--- config.mk ---
export PLATFORM = sky130hd
export DESIGN_NAME = crit_fill_unit
export DESIGN_NICKNAME = d
export VERILOG_FILES = /design/src/rtl/cwf_pkg.sv /design/src/rtl/cwf_seq.sv /design/src/rtl/cwf_linebuf.sv /design/src/rtl/cwf_ctrl.sv /design/src/rtl/crit_fill_unit.sv
export SDC_FILE = /design/constraint.sdc
export NUM_CORES = 1
export LEC_CHECK = 0
export CORE_MARGIN = 5
export CORE_UTILIZATION = 45
export CTS_BUF_LIST = sky130_fd_sc_hd__clkbuf_8
export DETAILED_ROUTE_END_ITERATION = 7
export GPL_TIMING_DRIVEN = 0
export HOLD_SLACK_MARGIN = 0.03
export PLACE_DENSITY_LB_ADDON = 0.3
export SLEW_MARGIN = 20
export SYNTH_ARGS = -nofsm -noshare
export SYNTH_HDL_FRONTEND = slang
export SYNTH_SLANG_ARGS = --single-unit
--- constraint.sdc ---
create_clock -name clk -period 4.6 [get_ports clk]
set_input_delay 0.92 -clock clk [delete_from_list [all_inputs] [get_ports clk]]
set_output_delay 0.92 -clock clk [all_outputs]
set_load 0.01 [all_outputs]
--- src/rtl/cwf_pkg.sv ---
package cwf_pkg;
  // Order in which memory returns the words of a line.
  typedef enum logic {
    ORDER_LINEAR = 1'b0,
    ORDER_WRAP   = 1'b1
  } fill_order_e;
endpackage

--- src/rtl/cwf_seq.sv ---
// Beat sequencer: holds the word index of the next beat and the beat count.
module cwf_seq #(
  parameter int WORDS = 8,
  localparam int IDX_W = $clog2(WORDS)
) (
  input  logic             clk,
  input  logic             rst_n,
  input  logic             load_i,
  input  logic [IDX_W-1:0] load_idx_i,
  input  logic             step_i,
  output logic [IDX_W-1:0] idx_o,
  output logic             last_o
);
  logic [IDX_W-1:0] idx_q, idx_d, idx_inc;
  logic [IDX_W-1:0] cnt_q, cnt_d;
  logic             seq_en;

  generate
    if ((WORDS & (WORDS - 1)) == 0) begin : g_pow2
      assign idx_inc = idx_q + 1'b1;
    end else begin : g_cmp
      assign idx_inc = (idx_q == IDX_W'(WORDS - 1)) ? '0 : idx_q + 1'b1;
    end
  endgenerate

  assign seq_en = load_i | step_i;

  always_comb begin
    idx_d = idx_q;
    cnt_d = cnt_q;
    if (load_i) begin
      idx_d = load_idx_i;
      cnt_d = '0;
    end else if (step_i) begin
      idx_d = idx_inc;
      cnt_d = cnt_q + 1'b1;
    end
  end

  always_ff @(posedge clk or negedge rst_n) begin
    if (!rst_n) begin
      idx_q <= '0;
      cnt_q <= '0;
    end else if (seq_en) begin
      idx_q <= idx_d;
      cnt_q <= cnt_d;
    end
  end

  assign idx_o  = idx_q;
  assign last_o = (cnt_q == IDX_W'(WORDS - 1));

  // the beat index never leaves the line
  a_r3_idx_in_line: assert property (@(posedge clk) disable iff (!rst_n)
    int'(idx_q) < WORDS);

  // consecutive beats move to neighbouring words
  a_r3_step_moves: assert property (@(posedge clk) disable iff (!rst_n)
    step_i && !load_i |=> idx_q != $past(idx_q));
endmodule

--- src/rtl/cwf_linebuf.sv ---
// Local copy of the line being filled, with a per-word written mask.
module cwf_linebuf #(
  parameter int WORDS  = 8,
  parameter int DATA_W = 32,
  localparam int IDX_W = $clog2(WORDS)
) (
  input  logic              clk,
  input  logic              rst_n,
  input  logic              clr_i,
  input  logic              we_i,
  input  logic [IDX_W-1:0]  widx_i,
  input  logic [DATA_W-1:0] wdata_i,
  input  logic [IDX_W-1:0]  ridx_i,
  output logic              rfilled_o,
  output logic [DATA_W-1:0] rdata_o
);
  logic [DATA_W-1:0] word_q [WORDS];
  logic [WORDS-1:0]  filled_q, filled_d;
  logic              mask_en;

  generate
    for (genvar i = 0; i < WORDS; i++) begin : g_word
      logic word_en;
      assign word_en = we_i && (widx_i == IDX_W'(i));
      always_ff @(posedge clk) begin
        if (word_en) word_q[i] <= wdata_i;
      end
    end
  endgenerate

  assign mask_en = clr_i | we_i;

  always_comb begin
    filled_d = filled_q;
    if (clr_i) filled_d = '0;
    if (we_i)  filled_d[widx_i] = 1'b1;
  end

  always_ff @(posedge clk or negedge rst_n) begin
    if (!rst_n)       filled_q <= '0;
    else if (mask_en) filled_q <= filled_d;
  end

  assign rfilled_o = filled_q[ridx_i];
  assign rdata_o   = word_q[ridx_i];

  // a written word is readable from the next cycle on
  a_r9_write_marks: assert property (@(posedge clk) disable iff (!rst_n)
    we_i && !clr_i |=> filled_q[$past(widx_i)]);

  // a new miss leaves nothing readable
  a_r10_clear_empties: assert property (@(posedge clk) disable iff (!rst_n)
    clr_i && !we_i |=> filled_q == '0);
endmodule

--- src/rtl/cwf_ctrl.sv ---
// Fill control: acceptance, busy state, release and end-of-line detection.
module cwf_ctrl #(
  parameter int WORDS = 8,
  localparam int IDX_W = $clog2(WORDS)
) (
  input  logic             clk,
  input  logic             rst_n,
  input  logic             miss_valid_i,
  input  logic [IDX_W-1:0] miss_word_i,
  input  logic             miss_wrap_i,
  input  logic             mem_rvalid_i,
  input  logic [IDX_W-1:0] cur_idx_i,
  input  logic             last_i,
  output logic             busy_o,
  output logic             accept_o,
  output logic [IDX_W-1:0] start_idx_o,
  output logic             beat_o,
  output logic             done_o,
  output logic             resume_o
);
  import cwf_pkg::*;

  logic             busy_q, busy_d;
  logic [IDX_W-1:0] crit_q;
  fill_order_e      order;

  assign order       = fill_order_e'(miss_wrap_i);
  assign accept_o    = miss_valid_i && !busy_q;
  assign start_idx_o = (order == ORDER_WRAP) ? miss_word_i : '0;
  assign beat_o      = busy_q && mem_rvalid_i;
  assign done_o      = beat_o && last_i;
  assign resume_o    = beat_o && (cur_idx_i == crit_q);

  always_comb begin
    busy_d = busy_q;
    if (accept_o)    busy_d = 1'b1;
    else if (done_o) busy_d = 1'b0;
  end

  always_ff @(posedge clk or negedge rst_n) begin
    if (!rst_n)                  busy_q <= 1'b0;
    else if (accept_o || done_o) busy_q <= busy_d;
  end

  always_ff @(posedge clk or negedge rst_n) begin
    if (!rst_n)        crit_q <= '0;
    else if (accept_o) crit_q <= miss_word_i;
  end

  assign busy_o = busy_q;

  // an accepted miss makes the unit busy
  a_r2_busy_after_accept: assert property (@(posedge clk) disable iff (!rst_n)
    accept_o |=> busy_o);

  // the end-of-line beat frees the unit
  a_r6_idle_after_done: assert property (@(posedge clk) disable iff (!rst_n)
    done_o |=> !busy_o);

  // release is never repeated on the next beat
  a_r5_single_release: assert property (@(posedge clk) disable iff (!rst_n)
    resume_o |=> !resume_o);

  // nothing is written while idle
  a_r8_idle_quiet: assert property (@(posedge clk) disable iff (!rst_n)
    !busy_o |-> !beat_o && !resume_o);
endmodule

--- src/rtl/crit_fill_unit.sv ---
module crit_fill_unit #(
  parameter int WORDS  = 8,
  parameter int DATA_W = 32,
  parameter int LINE_W = 26,
  localparam int IDX_W = $clog2(WORDS)
) (
  input  logic              clk,
  input  logic              rst_n,
  input  logic              miss_valid,
  input  logic [LINE_W-1:0] miss_line,
  input  logic [IDX_W-1:0]  miss_word,
  input  logic              miss_wrap,
  output logic              busy,
  output logic              mem_req_valid,
  output logic [LINE_W-1:0] mem_req_line,
  output logic [IDX_W-1:0]  mem_req_word,
  input  logic              mem_rvalid,
  input  logic [DATA_W-1:0] mem_rdata,
  output logic              fill_we,
  output logic [IDX_W-1:0]  fill_word,
  output logic [DATA_W-1:0] fill_data,
  output logic              line_done,
  output logic              cpu_resume,
  output logic [DATA_W-1:0] cpu_resume_data,
  input  logic              rd_valid,
  input  logic [IDX_W-1:0]  rd_word,
  output logic              rd_ready,
  output logic [DATA_W-1:0] rd_data
);
  logic             accept, beat, last, done, resume, rfilled;
  logic [IDX_W-1:0] start_idx, cur_idx;

  cwf_ctrl #(.WORDS(WORDS)) ctrl_i (
    .clk          (clk),
    .rst_n        (rst_n),
    .miss_valid_i (miss_valid),
    .miss_word_i  (miss_word),
    .miss_wrap_i  (miss_wrap),
    .mem_rvalid_i (mem_rvalid),
    .cur_idx_i    (cur_idx),
    .last_i       (last),
    .busy_o       (busy),
    .accept_o     (accept),
    .start_idx_o  (start_idx),
    .beat_o       (beat),
    .done_o       (done),
    .resume_o     (resume)
  );

  cwf_seq #(.WORDS(WORDS)) seq_i (
    .clk        (clk),
    .rst_n      (rst_n),
    .load_i     (accept),
    .load_idx_i (start_idx),
    .step_i     (beat),
    .idx_o      (cur_idx),
    .last_o     (last)
  );

  cwf_linebuf #(.WORDS(WORDS), .DATA_W(DATA_W)) buf_i (
    .clk       (clk),
    .rst_n     (rst_n),
    .clr_i     (accept),
    .we_i      (beat),
    .widx_i    (cur_idx),
    .wdata_i   (mem_rdata),
    .ridx_i    (rd_word),
    .rfilled_o (rfilled),
    .rdata_o   (rd_data)
  );

  assign mem_req_valid   = accept;
  assign mem_req_line    = miss_line;
  assign mem_req_word    = start_idx;
  assign fill_we         = beat;
  assign fill_word       = cur_idx;
  assign fill_data       = mem_rdata;
  assign line_done       = done;
  assign cpu_resume      = resume;
  assign cpu_resume_data = mem_rdata;
  assign rd_ready        = rd_valid && rfilled;

  // line completion only comes with a written word
  a_r6_done_with_write: assert property (@(posedge clk) disable iff (!rst_n)
    line_done |-> fill_we);

  // no second request while a fill runs
  a_r7_no_req_busy: assert property (@(posedge clk) disable iff (!rst_n)
    busy |-> !mem_req_valid);
endmodule

==> key figures <==
Finish
  • Area growth syn-to-layout: 27.91%
  • Final #Nets: around 870
  • Inserted Diodes: 0
  • Fillcell total: around 1.9k
  • Share of cells above drive strength 1: roughly a third
  • Non-Filler Instances: about 1.1k

Run status
  • Outcome: completed

Floorplanning
  • Die ar.: about 28000 um2
  • Io pins: slightly above 200
  • Die W: about 170 um
  • Die Ht: ~170 um
  • Initial Util: between 40% and 50%
  • Row count: 58
  • Core Region: roughly 25000 um2

Yosys
  • Yosys cell types: 25
  • Syn_nets: 636
  • FF+latch count, synth: roughly 270
  • Synth top area share: between 60% and 70%
  • Post-synthesis sequential area ratio: 72.20%
  • Number of flops mapped to enable cells by yosys: 256
  • Synth Cell Area: 11270 um2
  • Count leader, synth: edfxtp_1
  • Synth cell count leaders: edfxtp_1 (256), buf_4 (90), mux4_2 (65), mux2_2 (33), dfrtp_1 (18)
  • Synth Area per Inst: roughly 20 um2
  • Synth Instances: around 560
  • Synth area leader: edfxtp_1
  • Synth warn: 0
  • FFs w/ async S/R, synth: around 6.6%
  • Synth Flop Type: edfxtp_1
  • Ranking of synthesized cells by area: edfxtp_1 (68%), mux4_2 (13%), buf_4 (6.0%)

Drt
  • M1 WL: 8.984 mm
  • Max layer used: met4
  • Avg WL per Cell: around 20 um
  • Drc violations: 0
  • WL final: between 20 and 25 mm
  • Initial DRC Count: 275
  • Detail Route Antenna Nets: 0
  • Metal3 WL: roughly 1.9 mm
  • DRT Pass-1 Iters: 5
  • DR vias: 5845
  • Met2 WL: between 10 and 15 mm
  • Via-to-Cell Ratio: 5.100

Power and ir drop
  • PD cells: approximately 430 nW/um2
  • VDD IR max: ~0.33 mV
  • P_leak: between 5 and 6 nW

Clocking
  • Sink Count: roughly 270
  • Hold-fix buffers at CTS: 0
  • Worst skew pair latency: 530 ps
  • Max Root-Sink Buffers: 3
  • TritonCTS clock tree: yes
  • CTS resizes: 0
  • Root Driver: clkbuf_8
  • H-tree levels: 2
  • Setup repair bufs after CTS: 0
  • TritonCTS Buffers: 44
  • Clk slew on worst S/H paths: 60 ps

Timing
  • Final Skew: around 18 ps
  • Final period utilization: between 90% and 100%
  • Setup Viol. Count Final: 0
  • Worst setup margin: around 260 ps
  • Final slew viol count: 0
  • Final hold vios: 0
  • Max frequency: approximately 230 MHz
  • Setup TNS: 0 ps
  • Relative slew margins: between 40% and 50%
  • Final Critical Period: 4336 ps
  • Worst Tran Pin Value: between 800 and 900 ps
  • RSZ-0062 raised after global routing: false

Setup path
  • Slowest cell on the critical path: clkdlybuf4s50_1
  • CP Buf/Inv Count: 4
  • CP max FO: 10
  • Crit path max-delay family: buffers and inverters
  • Worst Setup Path Type: in2out
  • CP max stage delay: between 600 and 700 ps
  • Startpoint types: primary input
  • Crit path cell chain: clkdlybuf4s50_1 -> buf_2 -> buf_2 -> mux4_2 -> mux2_2 -> clkdlybuf4s50_1
  • Critical Path End Type: output pin
  • Worst EP arrival: roughly 3400 ps
  • CP Data Required Time: around 3700 ps

Job
  • Max-cap violations: 0

Placed design
  • Placed Cells: 1071
  • Routability cong.: 0.7625
  • Dpl ws: about 240 ps
  • DP Wirelength: around 15 mm
  • Port bufs: 175

GRT
  • Initial antenna violation count: 0
  • Total global-route track usage: ~16%
  • Vias in the first global route: 6263
  • First-pass GRT wire length: about 36 mm
  • Largest net degree at the start of global routing: 19
  • GR Overflow Total: 0

Worst hold path
  • HP Class: reg2reg
sequential cells by signal, indices dropped and copies added, names as in the netlist:
signal / cells
ctrl_i.crit_q: 3
ctrl_i.busy_o: 1
seq_i.idx_o: 3
buf_i.word_q: 256
buf_i.filled_q: 8
seq_i.cnt_q: 3
worst register-to-register path: cells and delay by family, from the launching register on:
| family | cells | cell delay [ps] |
|---|---|---|
| and+or+nand+nor | 2 | 900 |
| buffers and inverters | 3 | 710 |
| DFF | 1 | 460 |
routing by layer:
metal	track usage, %	up-vias
met5	0	-
met4	4.375	0
met3	3.569	45
met2	28.74	246
met1	20.78	2954
li1	-	2600
cells by family after synthesis:
kind of cell    share of synthesized area [%]
simple gates                            1.510
compound gates                          1.299
mux                                     16.46
xor+xnor                               0.2332
fa+ha+maj                              0.8881
buf+inv                                 7.404
flops                                   72.20
per-stage QoR:
stage	utilization, %	hold slack, ps	total power, mW	area, um2
3_3_place_gp	53.98	463.1	4.318	13440
5_1_grt	57.92	500.5	6.473	14420
4_1_cts	57.92	488.8	6.263	14420
3_5_place_dp	54.84	475.3	4.427	13650
2_1_floorplan	-	443.2	3.829	11270
6_report	57.92	487.0	6.185	14420
cell usage in the layout (no fill, tap or decap), types with 4 or more instances in the layout:
master and count:
a32o_1 4, and3_2 8, buf_16 6, buf_2 7, buf_4 90, buf_6 4, clkbuf_1 11, clkbuf_8 45
clkdlybuf4s50_1 175, clkinv_1 14, dfrtp_1 18, edfxtp_1 256, ha_1 8, inv_1 17, mux2_2 33, mux4_2 65
nand2_1 17, nor2_1 5, o31ai_1 4
final timing paths:
check                           slack (ps)              start                   to  depth (start not counted)
worst min-delay path                   490  buf_i.filled_q[4]    buf_i.filled_q[4]                          1
worst min register to register         490  buf_i.filled_q[4]    buf_i.filled_q[4]                          1
worst max-delay path                   260         rd_word[1]           rd_data[6]                          6
min in group asynchronous              860              rst_n       seq_i.idx_o[2]                          1
worst max register to register        2210      ctrl_i.busy_o  buf_i.word_q[5][16]                          5
max in group asynchronous             3230              rst_n    buf_i.filled_q[5]                          1
report_power, final:
group          leakage [nW]  switching [mW]  total, mW  internal (mW)
clock network         0.430           0.876       1.83          0.958
registers              2.53           0.103       3.20           3.10
logic                  2.10           0.573       1.15          0.577
total                  5.06            1.55       6.18           4.63
area by class of cell:
| cell class | count | area, um2 | share of cell area (%) |
|---|---|---|---|
| repair buffers | 183 | 1957 | 13.57 |
| multi-input cells | 165 | 2308 | 16.01 |
| inverters | 6 | 22.52 | 0.1562 |
| clock buffers | 45 | 619.3 | 4.296 |
| clock inverters | 30 | 146.4 | 1.015 |
| flip-flops and latches | 274 | 8138 | 56.45 |
| plain buffers | 113 | 812.0 | 5.633 |
| well taps | 330 | 412.9 | 2.864 |
No activity file was read; power rests on OpenSTA's default activity.
